### src/rtl/mmdec_pkg.sv
package mmdec_pkg;
  // Held read selection; value 0 means no mapped read is pending.
  typedef enum logic [1:0] {
    SEL_NONE = 2'd0,
    SEL_SW   = 2'd1,
    SEL_LED  = 2'd2,
    SEL_DSP  = 2'd3
  } sel_t;

  localparam int NUM_SLV = 3;
endpackage

### src/rtl/mmdec_window_match.sv
// Hit detection for one power-of-two window: compares the upper address tag.
module mmdec_window_match #(
  parameter int TAG_W = 4,
  parameter logic [TAG_W-1:0] TAG = '0
) (
  input  logic [TAG_W-1:0] tag_i,
  output logic             hit_o
);
  assign hit_o = (tag_i == TAG);
endmodule

### src/rtl/mmdec_strobe_route.sv
// Gates master strobes to the hit slave; lowest index wins if windows overlap.
module mmdec_strobe_route #(
  parameter int N = 3
) (
  input  logic [N-1:0] hit_i,
  input  logic         rd_i,
  input  logic         wr_i,
  output logic [N-1:0] rd_o,
  output logic [N-1:0] wr_o
);
  logic taken;

  always_comb begin
    rd_o  = '0;
    wr_o  = '0;
    taken = 1'b0;
    for (int i = 0; i < N; i++) begin
      if (hit_i[i] && !taken) begin
        rd_o[i] = rd_i;
        wr_o[i] = wr_i;
        taken   = 1'b1;
      end
    end
  end
endmodule

### src/rtl/mmdec_rdata_mux.sv
// Steers the held slave's read data to the master, zero when nothing is held.
module mmdec_rdata_mux
  import mmdec_pkg::*;
#(
  parameter int DATA_W = 32
) (
  input  sel_t                                sel_i,
  input  logic [NUM_SLV-1:0][DATA_W-1:0]      rdata_i,
  output logic [DATA_W-1:0]                   rdata_o
);
  always_comb begin
    unique case (sel_i)
      SEL_SW:  rdata_o = rdata_i[0];
      SEL_LED: rdata_o = rdata_i[1];
      SEL_DSP: rdata_o = rdata_i[2];
      default: rdata_o = '0;
    endcase
  end
endmodule

### src/rtl/mm_addr_decoder.sv
module mm_addr_decoder
  import mmdec_pkg::*;
#(
  parameter int ADDR_W   = 8,
  parameter int DATA_W   = 32,
  parameter int SW_AW    = 4,
  parameter int LED_AW   = 4,
  parameter int DSP_AW   = 3,
  parameter int SW_BASE  = 'h00,
  parameter int LED_BASE = 'h10,
  parameter int DSP_BASE = 'h20,
  parameter int DSP_SEL_BIT = 2
) (
  input  logic              clk,
  input  logic              rst_n,
  input  logic [ADDR_W-1:0] m_addr,
  input  logic              m_rd,
  input  logic              m_wr,
  input  logic [DATA_W-1:0] m_wdata,
  output logic [DATA_W-1:0] m_rdata,
  output logic [SW_AW-1:0]  sw_addr,
  output logic              sw_rd,
  output logic              sw_wr,
  output logic [DATA_W-1:0] sw_wdata,
  input  logic [DATA_W-1:0] sw_rdata,
  output logic [LED_AW-1:0] led_addr,
  output logic              led_rd,
  output logic              led_wr,
  output logic [DATA_W-1:0] led_wdata,
  input  logic [DATA_W-1:0] led_rdata,
  output logic              dsp_reg,
  output logic              dsp_rd,
  output logic              dsp_wr,
  output logic [DATA_W-1:0] dsp_wdata,
  input  logic [DATA_W-1:0] dsp_rdata
);
  localparam int WIN_AW [NUM_SLV]  = '{SW_AW, LED_AW, DSP_AW};
  localparam int WIN_BASE [NUM_SLV] = '{SW_BASE, LED_BASE, DSP_BASE};

  logic [NUM_SLV-1:0] hit;
  logic [NUM_SLV-1:0] rd_vec;
  logic [NUM_SLV-1:0] wr_vec;
  sel_t               sel_d;
  sel_t               sel_q;

  // One tag comparator per window.
  for (genvar g = 0; g < NUM_SLV; g++) begin : g_win
    localparam int TW = ADDR_W - WIN_AW[g];
    localparam logic [ADDR_W-1:0] BASE_V = ADDR_W'(WIN_BASE[g]);
    mmdec_window_match #(
      .TAG_W (TW),
      .TAG   (BASE_V[ADDR_W-1:WIN_AW[g]])
    ) u_match (
      .tag_i (m_addr[ADDR_W-1:WIN_AW[g]]),
      .hit_o (hit[g])
    );
  end

  mmdec_strobe_route #(.N(NUM_SLV)) u_route (
    .hit_i (hit),
    .rd_i  (m_rd),
    .wr_i  (m_wr),
    .rd_o  (rd_vec),
    .wr_o  (wr_vec)
  );

  // Slave-side address and strobe fan-out.
  assign sw_addr   = m_addr[SW_AW-1:0];
  assign led_addr  = m_addr[LED_AW-1:0];
  assign dsp_reg   = m_addr[DSP_SEL_BIT];
  assign {dsp_rd, led_rd, sw_rd} = rd_vec;
  assign {dsp_wr, led_wr, sw_wr} = wr_vec;
  assign sw_wdata  = m_wdata;
  assign led_wdata = m_wdata;
  assign dsp_wdata = m_wdata;

  // Next-state for the held read selection.
  always_comb begin
    sel_d = SEL_NONE;
    for (int i = 0; i < NUM_SLV; i++) begin
      if (rd_vec[i]) sel_d = sel_t'(2'(i + 1));
    end
  end

  // Selection register; enable is always on so non-reads clear it.
  always_ff @(posedge clk or negedge rst_n) begin
    if (!rst_n) sel_q <= SEL_NONE;
    else        sel_q <= sel_d;
  end

  mmdec_rdata_mux #(.DATA_W(DATA_W)) u_mux (
    .sel_i   (sel_q),
    .rdata_i ({dsp_rdata, led_rdata, sw_rdata}),
    .rdata_o (m_rdata)
  );
endmodule

### config.mk
export PLATFORM = sky130hd
export DESIGN_NAME = mm_addr_decoder
export DESIGN_NICKNAME = d
export VERILOG_FILES = /design/src/rtl/mmdec_pkg.sv /design/src/rtl/mmdec_window_match.sv /design/src/rtl/mmdec_strobe_route.sv /design/src/rtl/mmdec_rdata_mux.sv /design/src/rtl/mm_addr_decoder.sv
export SDC_FILE = /design/constraint.sdc
export NUM_CORES = 1
export LEC_CHECK = 0
export BUFFER_PORTS_ARGS = -buffer_cell sky130_fd_sc_hd__buf_4
export CORE_AREA = 2 2 109 111
export CTS_CLUSTER_DIAMETER = 50
export DETAILED_ROUTE_END_ITERATION = 12
export DIE_AREA = 0 0 111 113
export PLACE_DENSITY = 0.58
export SYNTH_ARGS = -nofsm -noshare
export SYNTH_HDL_FRONTEND = slang
export SYNTH_HIERARCHICAL = 1
export SYNTH_SLANG_ARGS = --single-unit
### constraint.sdc
create_clock -name clk -period 2.8 [get_ports clk]
set_input_delay 0.42 -clock clk [delete_from_list [all_inputs] [get_ports clk]]
set_output_delay 0.42 -clock clk [all_outputs]
set_load 0.01 [all_outputs]
; Word level (Yosys, flattened, before mapping)
; Index checks and enable logic that the tools add are counted.
[totals]
register_bits = 2
wordCells = 23
input_bits = 140
out_inout_bits = 143
[classes]
n_mux = 12
eq_ne = 5
reduce_logical = 5
[op_table]
columns = operator, n
row1 = one-hot mux 32 bit (3 select lines), 1
row2 = 2-to-1 mux 1 bit, 9
row3 = == test 5 x 3 -> 1 bit (second input constant), 1
row4 = == test 2 bit (second input constant), 2
row5 = == test 4 x 1 -> 1 bit (second input constant), 1
row6 = zero test 4 bit, 1
row7 = 2-to-1 mux 2 bit, 2
row8 = == test 2 x 1 -> 1 bit (second input constant), 1
row9 = logical AND 1 bit, 2
row10 = zero test 1 bit, 2

; Longest topological paths before layout
; Gate-level depths: netlist of run 1.
[logic_depth]
ltp_word = 9
mapped_depth = 5
mapped_depth_nobuf = 4

; Cells and area by module
; Netlist of run 1, hierarchy kept.
[by_module_without_submodules]
columns = mod, instances, seq_area_each_um2, area_each_um2, cells_each
row1 = mmdec_rdata_mux, 1, 0.0, 899.6, 77
row2 = mm_addr_decoder, 1, 50.0, 855.8, 110
row3 = mmdec_strobe_route, 1, 0.0, 60.1, 6
row4 = mmdec_window_match (g_win[1].u_match), 1, 0.0, 15.0, 1
row5 = mmdec_window_match (g_win[0].u_match), 1, 0.0, 12.5, 1
row6 = mmdec_window_match (g_win[2].u_match), 1, 0.0, 12.5, 2

; Least setup slack after synthesis of run 1
; No wires, ideal clock.
[synth_timing]
kind = flip-flop to output port
start = register sel_q[1]
end = output m_rdata[0]
required_ns = 2.380
arrival_time_ns = 1.125
path_stages_with_launch = 5
path_buffers = 2
setup_slack_ns = 1.255
cell_sequence = dfrtp_1 buf_6 buf_12 mux2_4 a22o_1
[synth_via]
elab_chain_cells = 2
word_cells_on_any_way = 4
cone_classes = 3 x eq/ne / 1 x mux
[synth_lines]
columns = element, line
row1 = from (decl), mm_addr_decoder.sv:44  ; sel_t sel_q;
row2 = from (signal assigned), mm_addr_decoder.sv:88  ; else sel_q <= sel_d;
row3 = == test 2 bit or == test 2 x 1 -> 1 bit (tied branches), mmdec_rdata_mux.sv:12  ; unique case (sel_i)
row4 = one-hot mux 32 bit (3 select lines) *, mmdec_rdata_mux.sv:12
row5 = to (decl), mm_addr_decoder.sv:20  ; output logic [DATA_W-1:0] m_rdata,
; Every way passes the cells marked *; elsewhere a longest branch is shown, timed or not.

; Final worst setup path of run 1
[layout_timing]
start = register sel_q[1]
end = output m_rdata[23]
; The elaborated chain is that of the path after synthesis.

==> impl_metrics.ini, run 1 <==
[run_status]
status = finished clean

[finish]
synthToLayoutAreaGrowth_pct = 24.61
top_register = sel_q
n_antenna_cell = 0
fin_nets = 372
largest_reg_flops = 2
fillers = 1241
reg.largest.list = sel_q x2
fin_cells = 374
drive_above_1_share_pct = 82.68

[power]
p_leak_uw = 0.001171
power_density_mw_per_mm2 = 211.8
peakVddDrop_uv = 148.1
p_total_uw = 489.7

[clocking]
numCtsBuffers = 3
postCtsSetupRepairBufs = 0
h-tree-depth = 1
cts_hold_buf = 1
clock-sinks = 2
root_buffer = clkbuf_16
clk_pin_slew_ns = 0.03
cts_resized = 0
clock_path_buffers = 2
cts_tree = yes

[global_routing]
grt_start_max_net_pins = 33
track_usage_pct = 8.629
busiest_layer = met2
grtUsageMet2_pct = 16.48
grt_pass1_wl_mm = 8.638
antenna_found_initial = 0
grt_pass1_vias = 1531
grtUsageMet3_pct = 3.642
gr-usage-met1_pct = 8.163
grt_remaining_overflow = 0

[drt]
viasPerCell = 3.864
drt-total-wl_mm = 5.988
vias = 1445
drcViolationCount = 0
drt_first_pass_iters = 4
antenna_left = 0
wire_per_inst_microns = 16.01
drtIter0Drc = 78

[timing]
layout_setup_ws_ns = 0.5284
period_needed_ns = 2.272
finalSetupViolations = 0
whs_ns = 0.5264
fin_crit_sh_pct = 81.13
slew_viol_final = 0
tns_ns = 0
hold_viol = 0
tightest_slew_ns = 0.7333
max_freq_ghz = 0.4402
max_slew_margin_pct = 51.01
rsz0062_at_grt = false

[placement]
post-dp-hpwl_mm = 5.220
io_buffers = 144
pre_cts_ws_ns = 0.7640
gp_congestion = 0.8291
dpl.cell_count = 369

[floorplanning]
die_h_microns = 113
num_rows = 39
chipWidth_microns = 111
start_util_pct = 16.46
core-area_sq_mm = 0.01127
ios = 283
dieArea_sq_mm = 0.01254

[synthesis]
synth_fp_nets = 337
yosys_warnings = 6
synth_ff_type = dfrtp_1
syn_avg_cell_area_sq_um = 9.419
synth_edf_count = 0
netlist_instances = 197
synth-seq-cells = 2
async_reset_ff_share_pct = 100.0
synth.distinct_cells = 21
syn_area_sq_mm = 0.001856
synth.yosys.seq_area_share_pct = 2.697

[critical_path]
critPathKind = reg2out
crit_required_ns = 2.38
worst_setup_path_end_kind = output pin
crit_arrival_ns = 1.85
critPathLaunchType = flop
cp_slowest_cell = nor2b_4
path_max_fanout = 32
max_stage_delay_ns = 0.69
cp_cell_sequence = nor2b_4 > a22o_1 > buf_4

[worst_hold_path]
hp-class = in2async

[run]
drv_cap = 0
[per-layer routing]
layer  wire (microns)  part of all wire (%)
met5                0                     0
met4              171                   2.9
met3              847                    14
met2             3055                    51
met1             1914                    32
[cells by family (layout without fill, tap and decap cells)]
family	after synthesis	after routing	share of synthesized area [%]
buffers and inverters	118	152	49.83
AOI/OAI and AO/OA	33	33	15.51
muxes	32	32	25.49
and+or+nand+nor	12	12	6.473
DFF	2	2	2.697
[cells in the final DEF, fill, tap and decap left out, types with 2 or more instances in the layout]
cell and n:
and2_2 2, clkbuf_16 3, mux2_4 30, and4bb_2 2, a22o_1 32, buf_4 145, and3b_2 2, mux2_2 2
[power by group]
part           internal (uW)  switching, uW  total, uW
Clock                    187           34.8        222
Sequential              29.9           2.11       32.0
Combinational            167           68.7        235
[cell usage after synthesis, types with 2 or more instances]
cell / instances / area (sq um)
and2_2: 2 / 15.01
and4bb_2: 2 / 25.02
mux2_4: 30 / 450.4
dfrtp_1: 2 / 50.05
a22o_1: 32 / 280.3
buf_4: 105 / 788.3
mux2_2: 2 / 22.52
buf_12: 3 / 60.06
and3b_2: 2 / 20.02
buf_6: 5 / 56.30
clkbuf_1: 2 / 7.510
[path summary, 6_finish.rpt]
| kind | to | slack (ns) | cells after the start | start |
|---|---|---|---|---|
| max | m_rdata[23] | 0.53 | 3 | sel_q[1] |
| min | sel_q[1] | 0.53 | 2 | rst_n |
| max in group asynchronous | sel_q[1] | 2.18 | 2 | rst_n |
| min in group clk | sel_q[0] | 0.58 | 3 | m_rd |
[worst max-delay path, delay by kind of cell, from the launching register on]
family,cells,cell delay [ns]
AO/OA/AOI/OAI,1,0.26
buffers and inverters,1,0.12
flip-flops,1,0.54
AND/OR/NAND/NOR,1,0.69
[stage by stage]
step                      instance area (sq um)  util, %
after floorplan                            1856        -
final                                      2312    20.51
after detailed placement                   2223    19.72
after CTS                                  2312    20.51
after global placement                     2223    19.72
after global routing                       2312    20.51
[layout make-up]
cell class	count	area [sq um]	area share (%)
repair buffers	147	1119	48.38
multi-input cells	77	880.8	38.10
well taps	143	178.9	7.738
clock buffers	4	78.83	3.409
flip-flops and latches	2	51.30	2.219
inverters	1	3.754	0.1623
Power figures use the tool's default switching activity.
==> run 2: changes to the inputs <==
- PLACE_DENSITY: 0.58 -> 0.6
- clock period: 2.8 -> 1.9 ns (I/O delays scaled with it)
==> impl_metrics.ini, run 2 (same netlist as run 1, synthesis figures left out) <==
[clocking]
clock-sinks = 2
clk_pin_slew_ns = 0.03
root_buffer = clkbuf_16
h-tree-depth = 1
numCtsBuffers = 3
clock_path_buffers = 2
cts_tree = yes

[power]
p_total_uw = 729.8
power_density_mw_per_mm2 = 309.3
netSwitchingFraction_pct = 21.93
seqPwrFrac_pct = 6.4
peakVddDrop_uv = 213.4
p_leak_uw = 0.001193
intPower_uw = 569.8
pwr-share-clk_pct = 44.9
power.switching_uw = 160.0
pwr-share-comb_pct = 48.7

[finish]
fin_nets = 376
drive_above_1_share_pct = 82.98
layout_commonest_cell = buf_4
reg.largest.list = sel_q x2
synthToLayoutAreaGrowth_pct = 27.17
n_antenna_cell = 0
top_register = sel_q
layout_common_cells = buf_4 (145), a22o_1 (32), mux2_4 (30)
design_area_sq_mm = 0.002360
fin_util_pct = 20.93
largest_reg_flops = 2

[placement]
io_buffers = 144
place_area_sq_mm = 0.002231
pre_cts_ws_ns = 0.07436
gp_congestion = 0.8135
post-dp-hpwl_mm = 5.987

[critical_path]
cp_slowest_cell = dfrtp_2
cp_cell_sequence = buf_6 > mux2_2 > a22o_1 > buf_4
worst_setup_path_end_kind = output pin
critPathBufInv = 2
critPathLaunchType = flop
crit_arrival_ns = 1.58
critPathKind = reg2out
cpLargestDelayFamily = flip-flops
crit_path_start = sel_q[1]
path_max_fanout = 11
max_stage_delay_ns = 0.47
crit_required_ns = 1.62

[timing]
max_slew_margin_pct = 67.60
period_needed_ns = 1.866
rsz0062_at_grt = true
slew_viol_final = 0
layout_setup_ws_ns = 0.03437
finalSetupViolations = 0
hold_viol = 0
max_freq_ghz = 0.5360
tightest_slew_ns = 0.4850
fin_crit_sh_pct = 98.19

[drt]
drcViolationCount = 0
vias = 1453
viasPerCell = 3.844
wire_per_inst_microns = 18.63
antenna_left = 0
drt_first_pass_iters = 4
drtIter0Drc = 92
drt-total-wl_mm = 7.041

[run]
drv_cap = 0

[global_routing]
track_usage_pct = 10.13
grt_pass1_vias = 1414
grt_pass1_wl_mm = 9.508
grt_remaining_overflow = 0
antenna_found_initial = 0
grt_start_max_net_pins = 33

[worst_hold_path]
hp-class = in2async

[floorplanning]
chipWidth_microns = 111
core-area_sq_mm = 0.01127
num_rows = 39
ios = 283
die_h_microns = 113
dieArea_sq_mm = 0.01254
start_util_pct = 16.46

[run_status]
status = finished clean
## run 2: area by class of cell
class                           instances  area (sq um)
Multi-Input combinational cell         78         894.6
Clock buffer                            4         78.83
Fill cell                            1253          8912
Tap cell                              143         178.9
Inverter                                1         3.754
Timing Repair Buffer                  150          1152
Sequential cell                         2         51.30
## run 2: routing by layer
layer	share of wire (%)	GRT usage, %	wire [microns]
met5	0	0	0
met4	1.9	3.583	135
met3	15	5.142	1026
met2	53	19.92	3733
met1	30	8.784	2146
## run 2: what timing repair did
action	4_1_cts	5_1_grt
hold endpoints to repair	2	0
buffers inserted	0	2
endpoints found under the setup margin	32	17
hold buffers	1	0
gates cloned	1	0
gates resized for setup	2	2
## run 2: metrics by stage
stage	TNS, ns	hold WS (ns)	instances
2_1_floorplan	0	-0.01059	197
3_3_place_gp	0	0.06980	370
3_5_place_dp	0	0.06866	370
4_1_cts	0	0.4142	376
5_1_grt	-0.02931	0.4299	378
6_report	0	0.3991	378
## run 2: power groups by stage
stage | clock (uW) | sequential (uW) | combinational, uW
floorplan | 0 | 44.7 | 364
global placement | 0 | 46.3 | 351
detailed placement | 0 | 46.5 | 354
CTS | 335 | 47.2 | 359
global route | 338 | 47.1 | 381
finish | 327 | 47.0 | 355
## run 2: how the worst max path moves through the flow
stage,cells after the start,end,slack (ns)
floorplan,4,m_rdata[0],0.49
global placement,3,m_rdata[15],0.15
detailed placement,3,m_rdata[15],0.07
CTS,4,m_rdata[28],0.002
global route,4,m_rdata[25],-0.01
finish,4,m_rdata[28],0.03
